--- src/rtl/sysmode_ctrl.sv ---
module sysmode_ctrl #(
  parameter logic [15:0] REG_ADDR     = 16'h005E,
  parameter logic [15:0] VEC_ADDR     = 16'hFFFE,
  parameter int          PULSE_CYCLES = 4
) (
  input  logic        clk,
  input  logic        hw_rst_n,
  input  logic        mode_pin,
  input  logic        bus_wr,
  input  logic        bus_rd,
  input  logic [15:0] bus_addr,
  input  logic [7:0]  bus_wdata,
  output logic [7:0]  bus_rdata,
  output logic        core_rst,
  output logic        ram_clear,
  output logic        mem_req,
  output logic [15:0] mem_addr,
  input  logic [7:0]  mem_rdata,
  input  logic        mem_ack,
  output logic [15:0] start_addr,
  output logic        start_valid,
  output logic [1:0]  proc_mode,
  output logic        ext_wait,
  output logic [2:0]  ipd_cycles,
  output logic        clkout_en
);
  localparam int          CNT_W  = $clog2(PULSE_CYCLES + 1);
  localparam logic [15:0] VEC_HI = VEC_ADDR + 16'd1;

  typedef enum logic [2:0] {ST_BOOT, ST_IDLE, ST_PULSE, ST_VLO, ST_VHI, ST_GO} st_t;

  st_t              st;
  logic [CNT_W-1:0] cnt;
  logic [1:0]       mode_q;
  logic             nowait_q;
  logic [1:0]       ipd_q;
  logic             clk_q;
  logic [7:0]       vec_lo;

  logic sel, wr_hit, sw_rst;
  assign sel    = (bus_addr == REG_ADDR);
  assign wr_hit = bus_wr && sel && (st == ST_IDLE);
  assign sw_rst = wr_hit && bus_wdata[3];

  always_ff @(posedge clk or negedge hw_rst_n) begin
    if (!hw_rst_n) begin
      st         <= ST_BOOT;
      cnt        <= '0;
      mode_q     <= 2'b00;
      nowait_q   <= 1'b0;
      ipd_q      <= 2'b00;
      clk_q      <= 1'b0;
      vec_lo     <= 8'h00;
      start_addr <= 16'h0000;
    end else begin
      case (st)
        ST_BOOT: st <= ST_VLO;
        ST_IDLE: begin
          if (sw_rst) begin
            st       <= ST_PULSE;
            cnt      <= CNT_W'(PULSE_CYCLES - 1);
            mode_q   <= 2'b00;
            nowait_q <= 1'b0;
            ipd_q    <= 2'b00;
            clk_q    <= 1'b0;
          end else if (wr_hit) begin
            mode_q   <= bus_wdata[1:0];
            nowait_q <= bus_wdata[2];
            ipd_q    <= bus_wdata[5:4];
            clk_q    <= bus_wdata[6];
          end
        end
        ST_PULSE: begin
          mode_q   <= 2'b00;
          nowait_q <= 1'b0;
          ipd_q    <= 2'b00;
          clk_q    <= 1'b0;
          if (cnt == '0) st <= ST_VLO;
          else           cnt <= cnt - 1'b1;
        end
        ST_VLO: if (mem_ack) begin
          vec_lo <= mem_rdata;
          st     <= ST_VHI;
        end
        ST_VHI: if (mem_ack) begin
          start_addr <= {mem_rdata, vec_lo};
          st         <= ST_GO;
        end
        ST_GO:   st <= ST_IDLE;
        default: st <= ST_IDLE;
      endcase
      if (mode_pin) mode_q[1] <= 1'b1;
    end
  end

  assign proc_mode   = {mode_q[1] | mode_pin, mode_q[0]};
  assign ext_wait    = ~nowait_q;
  assign clkout_en   = clk_q && (proc_mode != 2'b10);
  assign ipd_cycles  = (ipd_q == 2'b01) ? 3'd4 : (ipd_q == 2'b10) ? 3'd2 : 3'd7;
  assign bus_rdata   = (bus_rd && sel) ? {1'b0, clk_q, ipd_q, 1'b0, nowait_q, proc_mode} : 8'h00;
  assign core_rst    = !hw_rst_n || (st == ST_PULSE);
  assign ram_clear   = !hw_rst_n;
  assign mem_req     = (st == ST_VLO) || (st == ST_VHI);
  assign mem_addr    = (st == ST_VHI) ? VEC_HI : VEC_ADDR;
  assign start_valid = (st == ST_GO);
endmodule

--- config.mk ---
export PLATFORM = sky130hd
export DESIGN_NAME = sysmode_ctrl
export DESIGN_NICKNAME = d
export VERILOG_FILES = /design/src/rtl/sysmode_ctrl.sv
export SDC_FILE = /design/constraint.sdc
export NUM_CORES = 1
export LEC_CHECK = 0
export BUFFER_PORTS_ARGS = -buffer_cell sky130_fd_sc_hd__buf_2
export CAP_MARGIN = 20
export CORE_AREA = 2 2 50 98
export CTS_BUF_LIST = sky130_fd_sc_hd__clkbuf_4
export DETAILED_ROUTE_END_ITERATION = 10
export DIE_AREA = 0 0 52 100
export PLACE_DENSITY = 0.73
export SLEW_MARGIN = 20
export SYNTH_ARGS = -nofsm -noshare
export SYNTH_HDL_FRONTEND = slang
export SYNTH_SLANG_ARGS = --single-unit
--- constraint.sdc ---
create_clock -name clk -period 1.6 [get_ports clk]
set_input_delay 0.32 -clock clk [delete_from_list [all_inputs] [get_ports clk]]
set_output_delay 0.32 -clock clk [all_outputs]
set_load 0.05 [all_outputs]
* Word-level counts from Yosys, hierarchy flattened
Cells that the tools add are included.
Operators by class: muxes and demuxes 25, reduce and logical (&&, ||, !) cells 18, equal/unequal tests 16, bitwise logic cells 2, add/sub/neg operators 1
Operators with widths (count):
- two-way mux 3 bit | 8
- equality test 16 x 7 -> 1 bit, second input constant | 1
- case mux 3 bit (5 select lines) | 1
- != test 2 bit, second input constant | 6
- two-way mux 2 bit | 4
- case mux 2 bit (2 select lines) | 2
- AND reduction 2 bit | 4
- two-way mux 7 bit | 1
- equality test 3 x 2 -> 1 bit, second input constant | 2
- equality test 3 bit, second input constant | 2
- logical NOT 3 bit | 2
- two-way mux 1 bit | 6
- case mux 3 bit (2 select lines) | 1
- logical AND 1 bit | 5
- != test 4 bit, second input constant | 1
- case mux 1 bit (2 select lines) | 2
- AND reduction 4 bit | 1
- equality test 3 x 1 -> 1 bit, second input constant | 1
- != test 3 bit, second input constant | 1
- AND reduction 3 bit | 1
- nonzero test 3 bit | 1
- subtractor 3 x 1 -> 3 bit, second input constant | 1
- equality test 2 x 1 -> 1 bit, second input constant | 1
- equality test 2 bit, second input constant | 1
- other kinds (5) | 6
Word-level totals: flip-flop bits (word level) 36, input port bits 38, output and inout port bits 51, logic and storage cells 71

* Depth between registers and ports, before layout
Gate-level depths: netlist of run 1.
depth after elaboration 7, mapped depth 7, gate-level depth less buffers 7

* Worst setup path before layout of run 1
OpenSTA, ideal clock, no wires.
kind reg2out, start point reg mode_q[1], end point out clkout_en, path slack -705 ps, required time 1280 ps, arrival time 1985 ps, buffers on the path 0, stages on the path, launching flop included 3, cell sequence dfrtp_1 -> or2_1 -> a21boi_0
Between the ends: word-level cells in the longest chain between the ends 3
Ends and longest elaborated chain:
- start: declaration | line 34 | logic [1:0] mode_q;
- start signal: assignment | line 67 | mode_q <= bus_wdata[1:0];
- bitwise OR 1 bit | line 96 | assign proc_mode = {mode_q[1] | mode_pin, mode_q[0]};
- via proc_mode[1] | line 22 | output logic [1:0] proc_mode,
- != test 2 bit | line 98 | assign clkout_en = clk_q && (proc_mode != 2'b10);
- logical AND 1 bit | line 98
- end: declaration | line 25 | output logic clkout_en
The timed path passes the listed nets, and every way through them passes these cells.

* Worst setup path in the final report of run 1
start point in bus_addr[10], end point out bus_rdata[0]
Between the ends: word-level cells in the longest chain between the ends 3
Ends and longest elaborated chain:
- start: declaration | line 11 | input logic [15:0] bus_addr,
- equality test 16 x 7 -> 1 bit | line 41 | assign sel = (bus_addr == REG_ADDR);
- logical AND 1 bit | line 100 | assign bus_rdata = (bus_rd && sel) ? {1'b0, clk_q, ipd_q, 1'b0, nowait_q, proc_mode} : 8'h00;
- two-way mux 7 bit | line 100
- end: declaration | line 13 | output logic [7:0] bus_rdata,
Every way passes these cells.

==> impl_metrics.yaml, run 1 <==
critical_path:
  cp_num_buf_inv: 3
  crit_chain: "buf_6, or4_4, nor4_4, buf_4, and3_4, buf_8"
  critPathTopFamily: "simple AND/OR/NAND/NOR gates"
  worstPathMaxFanout: 7
  r2r_slack_ns: 0.04
  rr_endpoint: "mode_q[1]"
  end_kind: "primary output"
  cp.arrival_ns: 1.67
  cp.required_ns: 1.28
  max_stage_delay_ns: 0.54
  reg2reg_from: "st[2]"
  r2r_cells: 4
  start_kind: "primary input"
  critPathKind: "primary input to primary output"
  slowest_stage: "or4_4"
timing:
  setup_viol: 9
  hold_viol: 0
  fin_skew_ns: 0.008997
  setup_ws_ns: -0.3897
  timing.final.crit_share_pct: 124.4
  holdWs_ns: 0.05939
  fmax_ghz: 0.5026
  slew_violations: 0
  fin_crit_ns: 1.990
  rsz0062_at_grt: "true"
route:
  wire_per_inst_um: 13.16
  vias: 1455
  ant_nets: 0
  drt_iter0_markers: 3
  drt_pre_antenna_iters: 4
  routed_wl_mm: 4.013
  drc: 0
  vias_per_cell: 4.770
placed_design:
  dp_hpwl_mm: 2.921
  portBuffers: 70
  dp.cells: 288
  place_congestion: 0.8268
  dp_slack_ns: -0.4989
synth:
  yosysTopAreaCell: "dfrtp_1"
  async_flop_share_pct: 100.0
  synth_top_area_share_pct: 49.08
  syn_avg_cell_area_um2: 11.47
  synth_common_cells: "dfrtp_1, mux2_1, buf_4"
  ys_seq_area_share_pct: 49.08
  syn-instance-count: 160
  synth-edff-count: 0
  synthTopCellsByArea: "dfrtp_1, mux2_1, buf_4, ha_1, mux2i_1"
  yosysUniqueCellTypes: 35
  yosys_warnings: 0
  ys.flop_type: "dfrtp_1"
  yosysMostFrequentCell: "dfrtp_1"
  ys_ff_latch: 36
  syn_area_um2: 1836
clocking:
  cts.sinks: 36
  numCtsBuffers: 5
  cts_tree: "yes"
  cts_buffer_depth: 2
  clk_pin_slew_worst_paths_ns: 0.10
  cts_root_buffer: "clkbuf_4"
  h-tree-depth: 2
  clk_latency_ns: 0.34
die:
  num_rows: 35
  die_h_um: 100
  die_area_um2: 5200
  initial_utilization_pct: 40.69
  dieWidth_um: 52
  core-area_um2: 4511
  io_pins: 89
global_routing:
  grtUsageTotal_pct: 16.85
  antenna_found_initial: 0
  grt_pass1_vias: 1524
  grt_overflow: 0
  grt_pass1_wl_mm: 6.637
  grt_max_degree: 28
power_and_ir_drop:
  leakage_nw: 1.492
  internal_power_mw: 1.167
  clockPowerShare_pct: 30.5
  power_mw: 1.600
  p_sw_share_pct: 27.04
  comb_power_share_pct: 12.6
  ir_drop_v: 0.0007679
  p_switching_mw: 0.4326
  seqPwrFrac_pct: 56.9
  cellPowerDensity_nw_per_um2: 612.7
finish:
  final_util_pct: 57.89
  layout.nets: 291
  fillers: 388
  multi_input_area_um2: 898.4
  area_growth_pct: 42.26
  drive_gt1_share_pct: 48.00
  diodes: 0
  layout.area.seq_um2: 904.6
  final_cells: 305
hold_path:
  hp-class: "primary input to async pin"
status:
  violations: "negative setup slack"
  status: "finished, violations left"
job:
  drv_cap: 0
## cell usage in the layout (no fill, tap or decap), drive strengths merged, types with 2 or more instances in the layout
| master | n |
|---|---|
| nand3 | 2 |
| conb | 17 |
| clkbuf | 7 |
| ha | 4 |
| mux2i | 5 |
| inv | 11 |
| mux2 | 24 |
| nor2b | 2 |
| or4 | 2 |
| nand2 | 13 |
| nand2b | 3 |
| nor4 | 2 |
| and3 | 7 |
| dfrtp | 36 |
| nand3b | 5 |
| buf | 88 |
| a21oi | 2 |
| nor2 | 4 |
## worst max-delay path by stage
stage / to / slack (ns) / cells past startpoint / start
5_1_grt: bus_rdata[0] / -0.43 / 6 / bus_addr[10]
2_1_floorplan: bus_rdata[0] / -0.32 / 3 / bus_addr[9]
3_5_place_dp: bus_rdata[4] / -0.50 / 6 / bus_addr[9]
3_3_place_gp: bus_rdata[1] / -0.49 / 6 / bus_addr[9]
4_1_cts: bus_rdata[0] / -0.39 / 6 / bus_addr[15]
6_report: bus_rdata[0] / -0.39 / 6 / bus_addr[10]
## what timing repair did
item                                   4_1_cts  5_1_grt
hold buffers                                 1        0
setup endpoints to repair                   16       18
pin swaps                                    5        8
endpoints found under the hold margin        9        0
setup buffers                                5        3
gates resized for setup                     43       14
## routing by layer
layer  GRT usage, %  wire length [um]
met1          19.17              1506
met2          29.41              2169
met3          4.315               265
met4          6.073                71
met5              0                 0
## power groups by stage
stage               Sequential (mW)  Combinational (mW)  Clock (mW)
finish                        0.911               0.202       0.487
global placement              0.929               0.186           0
detailed placement            0.929               0.190           0
CTS                           0.911               0.199       0.508
floorplan                     0.929               0.147           0
global route                  0.911               0.218       0.564
## logic make-up after synthesis
| group | synth area share (%) |
|---|---|
| AND/OR/NAND/NOR | 16.02 |
| flip-flops | 49.08 |
| buffers and inverters | 10.50 |
| multiplexers | 17.45 |
| AO/OA/AOI/OAI | 3.818 |
| adder cells (fa/ha/maj) | 2.727 |
| other | 0.4092 |
## area by class of cell
| class | instances | share of cell area (%) |
|---|---|---|
| clock buffers | 7 | 2.012 |
| clock inverters | 1 | 0.1437 |
| inverters | 11 | 1.581 |
| multi-input cells | 106 | 34.40 |
| flip-flops and latches | 36 | 34.64 |
| well taps | 55 | 2.635 |
| repair buffers | 89 | 24.58 |
## state kept, by name, indices dropped and copies added (netlist names)
signal and flops:
ipd_q 2, st 3, nowait_q 1, clk_q 1, start_addr 16, mode_q 2, cnt 3, vec_lo 8
## stage by stage
stage / TNS, ns / cell area (um2)
2_1_floorplan: -2.758 / 1932
3_3_place_gp: -6.025 / 2283
3_5_place_dp: -6.153 / 2283
4_1_cts: -2.402 / 2534
5_1_grt: -2.911 / 2611
6_report: -2.413 / 2611
(Power assumes the default switching activity.)
==> run 2: changes to the inputs <==
CORE_AREA = 2 2 50 99   (was 2 2 50 98)
DIE_AREA = 0 0 52 101   (was 0 0 52 100)
==> run 2 against run 1 <==
The flow still finishes with violations (negative setup slack). First-iteration DRC count rose to 3.3 times the previous value. Worst setup slack got worse by 0.0080 ns. Cell count rose by 1.3%. Sequential power barely moved. Clock skew fell by 0.00099 ns. Sequential cell count did not move. Maximum frequency fell by 0.40%. Sequential share of layout area fell by 0.79 points. Cell area rose by 2.2%. Critical path depth did not move. Via count rose by 1.5%. Largest power group unchanged.
==> impl_metrics.yaml, run 2 (synthesis results as in run 1) <==
power_and_ir_drop:
  p_switching_mw: 0.4359
  comb_power_share_pct: 13.1
  seqPwrFrac_pct: 58.3
  internal_power_mw: 1.127
  clockPowerShare_pct: 28.6
  leakage_nw: 1.512
  ir_drop_v: 0.0006507
  cellPowerDensity_nw_per_um2: 585.8
  p_sw_share_pct: 27.88
global_routing:
  grt_overflow: 0
  antenna_found_initial: 0
  grt_pass1_vias: 1505
  grtUsageTotal_pct: 16.58
  grt_max_degree: 28
  grt_pass1_wl_mm: 6.548
finish:
  largest_reg_flops: 16
  mostFrequentLayoutCells: "buf_2, dfrtp_1, mux2_1, buf_4, conb_1"
  final_common_cell: "buf_2"
  reg_top3: "start_addr x16, vec_lo x8"
  layout.nets: 295
  area_growth_pct: 45.40
  final_util_pct: 59.17
  diodes: 0
  largest-register: "start_addr"
  drive_gt1_share_pct: 50.39
placed_design:
  place_congestion: 0.8265
  portBuffers: 70
  dp_hpwl_mm: 2.925
  dp_slack_ns: -0.5036
die:
  die_area_um2: 5252
  core-area_um2: 4511
  dieWidth_um: 52
  die_h_um: 101
  num_rows: 35
  initial_utilization_pct: 40.69
  io_pins: 89
timing:
  rsz0062_at_grt: "true"
  fin_skew_ns: 0.008002
  fmax_ghz: 0.5006
  holdWs_ns: 0.05285
  hold_viol: 0
  setup_viol: 14
  slew_violations: 0
  finalSetupTns_ns: -2.690
  setup_ws_ns: -0.3977
  fin_crit_ns: 1.998
  timing.final.crit_share_pct: 124.9
route:
  vias_per_cell: 4.780
  routed_wl_mm: 4.132
  wire_per_inst_um: 13.37
  drt_pre_antenna_iters: 4
  m1WireLength_mm: 1.522
  drt_iter0_markers: 10
  wl_met3_um: 303
  drc: 0
  ant_nets: 0
  top_layer: "met4"
  vias: 1477
  wl_met2_mm: 2.230
clocking:
  cts_root_buffer: "clkbuf_4"
  cts.sinks: 36
  numCtsBuffers: 5
  clk_pin_slew_worst_paths_ns: 0.10
  cts_buffer_depth: 2
  h-tree-depth: 2
  cts_tree: "yes"
  clk_latency_ns: 0.34
critical_path:
  cp.arrival_ns: 1.68
  reg2reg_from: "st[1]"
  r2r_slack_ns: 0.02
  critPathKind: "primary input to primary output"
  start_kind: "primary input"
  crit_start: "bus_addr[9]"
  cp.required_ns: 1.28
  end_kind: "primary output"
  worstPathMaxFanout: 7
job:
  drv_cap: 0
status:
  status: "finished, violations left"
  violations: "negative setup slack"
hold_path:
  hp-class: "primary input to async pin"
run 2: cell count changes in the layout (fill, tap and decap cells not counted), sizes merged:
cell,change
buf,+4
clkinv,+2
clkbuf,-2
run 2: critical path: stages:
cell    delay (ns)
buf_6         0.09
or4_4         0.54
nor4_4        0.21
buf_4         0.18
and3_4        0.19
buf_8         0.14
run 2: layout make-up:
type                       instances  area, um2
multi-input combinational        106      920.9
tap                               55      68.82
timing repair buffer              93      683.2
sequential                        36      903.4
inverter                          11      41.29
fill                             376       1842
clock buffer                       5      37.54
clock inverter                     3      13.76
run 2: per-stage QoR:
| step | total power [mW] | std cells | area (um2) |
|---|---|---|---|
| after floorplan | 1.075 | 175 | 1932 |
| after detailed placement | 1.119 | 287 | 2276 |
| after global placement | 1.115 | 287 | 2276 |
| after global routing | 1.657 | 309 | 2669 |
| after CTS | 1.590 | 306 | 2566 |
| final | 1.563 | 309 | 2669 |
run 2: worst paths after layout:
| path | depth (start not counted) | endpoint |
|---|---|---|
| worst max-delay path | 6 | bus_rdata[2] |
| worst min-delay path | 2 | vec_lo[3] |
| worst max register to register | 5 | mode_q[1] |
| worst min register to register | 1 | start_addr[5] |
| max in group asynchronous | 2 | ipd_q[1] |
| min in group clk | 2 | mode_q[1] |
run 2: what timing repair did:
action                     CTS  global route
setup endpoints to repair   16            25
hold buffers                 1             0
setup buffers               10             3
resized for setup           45            19
pin swaps                    6            11
hold endpoints to repair     9             0
run 2: routing by layer:
layer  up-vias  GRT usage (%)
met2        62          28.72
met4         0          6.883
met1       703          18.80
met5         -              0
li1        703              -
met3         9          4.006
run 2: power by group through the flow:
stage | combinational (mW) | clock [mW] | sequential, mW
4_1_cts | 0.201 | 0.478 | 0.911
3_3_place_gp | 0.186 | 0 | 0.929
2_1_floorplan | 0.147 | 0 | 0.929
5_1_grt | 0.222 | 0.524 | 0.911
6_report | 0.206 | 0.447 | 0.911
3_5_place_dp | 0.190 | 0 | 0.929
==> run 3: changes to the inputs <==
--- a/config.mk
+++ b/config.mk
@@ -12,5 +12,7 @@
 export DETAILED_ROUTE_END_ITERATION = 10
 export DIE_AREA = 0 0 52 101
+export HOLD_SLACK_MARGIN = 0.15
 export PLACE_DENSITY = 0.73
+export SETUP_SLACK_MARGIN = 0.5
 export SLEW_MARGIN = 20
 export SYNTH_ARGS = -nofsm -noshare
==> constraint.sdc (replaced) <==
create_clock -name clk -period 1.6 [get_ports clk]
set_input_delay 0.16 -clock clk [delete_from_list [all_inputs] [get_ports clk]]
set_output_delay 0.16 -clock clk [all_outputs]
set_load 0.05 [all_outputs]
==> run 3 against run 2 <==
Hold slack better by 0.14 ns. Via count grew 12%. Largest cell class is now non-clock buffers. Register-to-register slack worse by 0.03 ns. The flow still finishes with violations (negative setup slack).
==> impl_metrics.yaml, run 3 (synthesis results as in run 1) <==
route:
  drc: 0
  wire_per_inst_um: 15.95
  routed_wl_mm: 5.551
  drt_iter0_markers: 11
  drt_pre_antenna_iters: 4
  vias: 1655
  ant_nets: 0
  vias_per_cell: 4.756
critical_path:
  cp_num_buf_inv: 3
  setup.worst_path.end: "bus_rdata[4]"
  critPathTopFamily: "simple AND/OR/NAND/NOR gates"
  worstSetupPathDepth: 6
  worstPathMaxFanout: 7
  crit_chain: "buf_6, or4_4, nor4_4, buf_6, and3_4, buf_8"
  crit_path_frequent_cell: "buf_6"
  reg2reg_from: "st[2]"
  slowest_stage: "or4_4"
  cp.arrival_ns: 1.54
  crit_start: "bus_addr[15]"
  critPathKind: "primary input to primary output"
  end_kind: "primary output"
  r2r_slack_ns: -0.01
  cp.required_ns: 1.44
  r2r_cells: 5
  start_kind: "primary input"
  rr_endpoint: "mode_q[1]"
  max_stage_delay_ns: 0.55
status:
  status: "finished, violations left"
  violations: "negative setup slack"
job:
  drv_cap: 0
timing:
  rsz0062_at_grt: "true"
  slew_headroom_pct: 61.38
  slew_violations: 0
  fin_skew_ns: 0.01173
  finalSetupTns_ns: -0.4859
  setup_ws_ns: -0.09511
  fmax_ghz: 0.5899
  max_slew.worst_pin.slew_ns: 0.5739
  hold_viol: 0
  setup_viol: 7
  fin_crit_ns: 1.695
  timing.final.crit_share_pct: 105.9
placed_design:
  dp_hpwl_mm: 2.779
  place_congestion: 0.8334
  dp_slack_ns: -0.1783
  dp.cells: 286
  portBuffers: 70
clocking:
  clk_latency_ns: 0.34
  clk_pin_slew_worst_paths_ns: 0.10
  h-tree-depth: 2
  cts_buffer_depth: 2
  cts_root_buffer: "clkbuf_4"
  numCtsBuffers: 5
  cts.sinks: 36
  cts_tree: "yes"
die:
  die_h_um: 101
  core-area_um2: 4511
  die_area_um2: 5252
  num_rows: 35
  dieWidth_um: 52
  io_pins: 89
  initial_utilization_pct: 40.69
global_routing:
  antenna_found_initial: 0
  grt_pass1_wl_mm: 7.893
  grtUsageTotal_pct: 20.23
  grt_pass1_vias: 1682
  grt_overflow: 0
  grt_max_degree: 19
hold_path:
  hp-class: "primary input to flop"
finish:
  reg_top3: "start_addr x16, vec_lo x8"
  final_common_cell: "buf_6"
  drive_gt1_share_pct: 65.19
  area_growth_pct: 87.32
  mostFrequentLayoutCells: "buf_6, buf_2, dfrtp_1, buf_4, mux2_4"
  fillers: 288
  largest-register: "start_addr"
  final_cells: 348
  diodes: 0
  layout.nets: 334
  largest_reg_flops: 16
power_and_ir_drop:
  ir_drop_v: 0.0005927
  comb_power_share_pct: 14.9
  cellPowerDensity_nw_per_um2: 477.5
  p_switching_mw: 0.4789
  power_mw: 1.642
  clockPowerShare_pct: 29.6
  seqPwrFrac_pct: 55.5
  internal_power_mw: 1.163
  leakage_nw: 1.774
  p_sw_share_pct: 29.17
[run 3: power groups by stage]
stage / logic (mW) / registers, mW / clock network (mW)
2_1_floorplan: 0.150 / 0.929 / 0
3_3_place_gp: 0.194 / 0.929 / 0
3_5_place_dp: 0.197 / 0.929 / 0
4_1_cts: 0.237 / 0.911 / 0.493
5_1_grt: 0.260 / 0.911 / 0.536
6_report: 0.244 / 0.911 / 0.487
[run 3: worst min path at each step]
stage,from,to,cells past startpoint
4_1_cts,bus_wdata[3],cnt[1],3
5_1_grt,bus_wdata[3],st[1],3
2_1_floorplan,hw_rst_n,clk_q,0
3_3_place_gp,hw_rst_n,start_addr[13],2
3_5_place_dp,hw_rst_n,start_addr[4],2
6_report,bus_wdata[3],cnt[1],3
[run 3: repair_timing]
item	4_1_cts	5_1_grt
hold buffers	15	0
setup endpoints to repair	69	68
setup buffers	19	18
endpoints found under the hold margin	58	0
gates cloned	2	0
gates resized for setup	107	35
pin swaps	12	22
[run 3: final cells by class]
class | instances | area [um2] | area share [%]
Timing Repair Buffer | 131 | 1240 | 36.06
Multi-Input combinational cell | 107 | 1122 | 32.64
Sequential cell | 36 | 905.9 | 26.35
Tap cell | 55 | 68.82 | 2.001
Inverter | 11 | 45.04 | 1.310
Clock buffer | 5 | 37.54 | 1.092
Clock inverter | 3 | 18.77 | 0.5459
[run 3: worst min-delay path, delay by kind of cell]
kind,cells,cell delay (ns)
AOI/OAI and AO/OA,1,0.05
buffers and inverters,1,0.16
and+or+nand+nor,1,0.12
[run 3: metrics by stage]
stage / hold slack, ns / cell area (um2) / utilization, %
after floorplan: -0.1356 / 2093 / -
after global placement: 0.2444 / 2381 / 52.79
after detailed placement: 0.2560 / 2381 / 52.79
after CTS: 0.1640 / 3152 / 69.88
after global routing: 0.1971 / 3438 / 76.23
final: 0.1963 / 3438 / 76.23
[run 3: metal layers]
metal  vias up  track usage (%)  routed length [um]
met1       812            22.45                2039
met4         0            6.883                  65
met5         -                0                   0
li1        785                -                   -
met2        52            37.59                3261
met3         6            2.819                 185
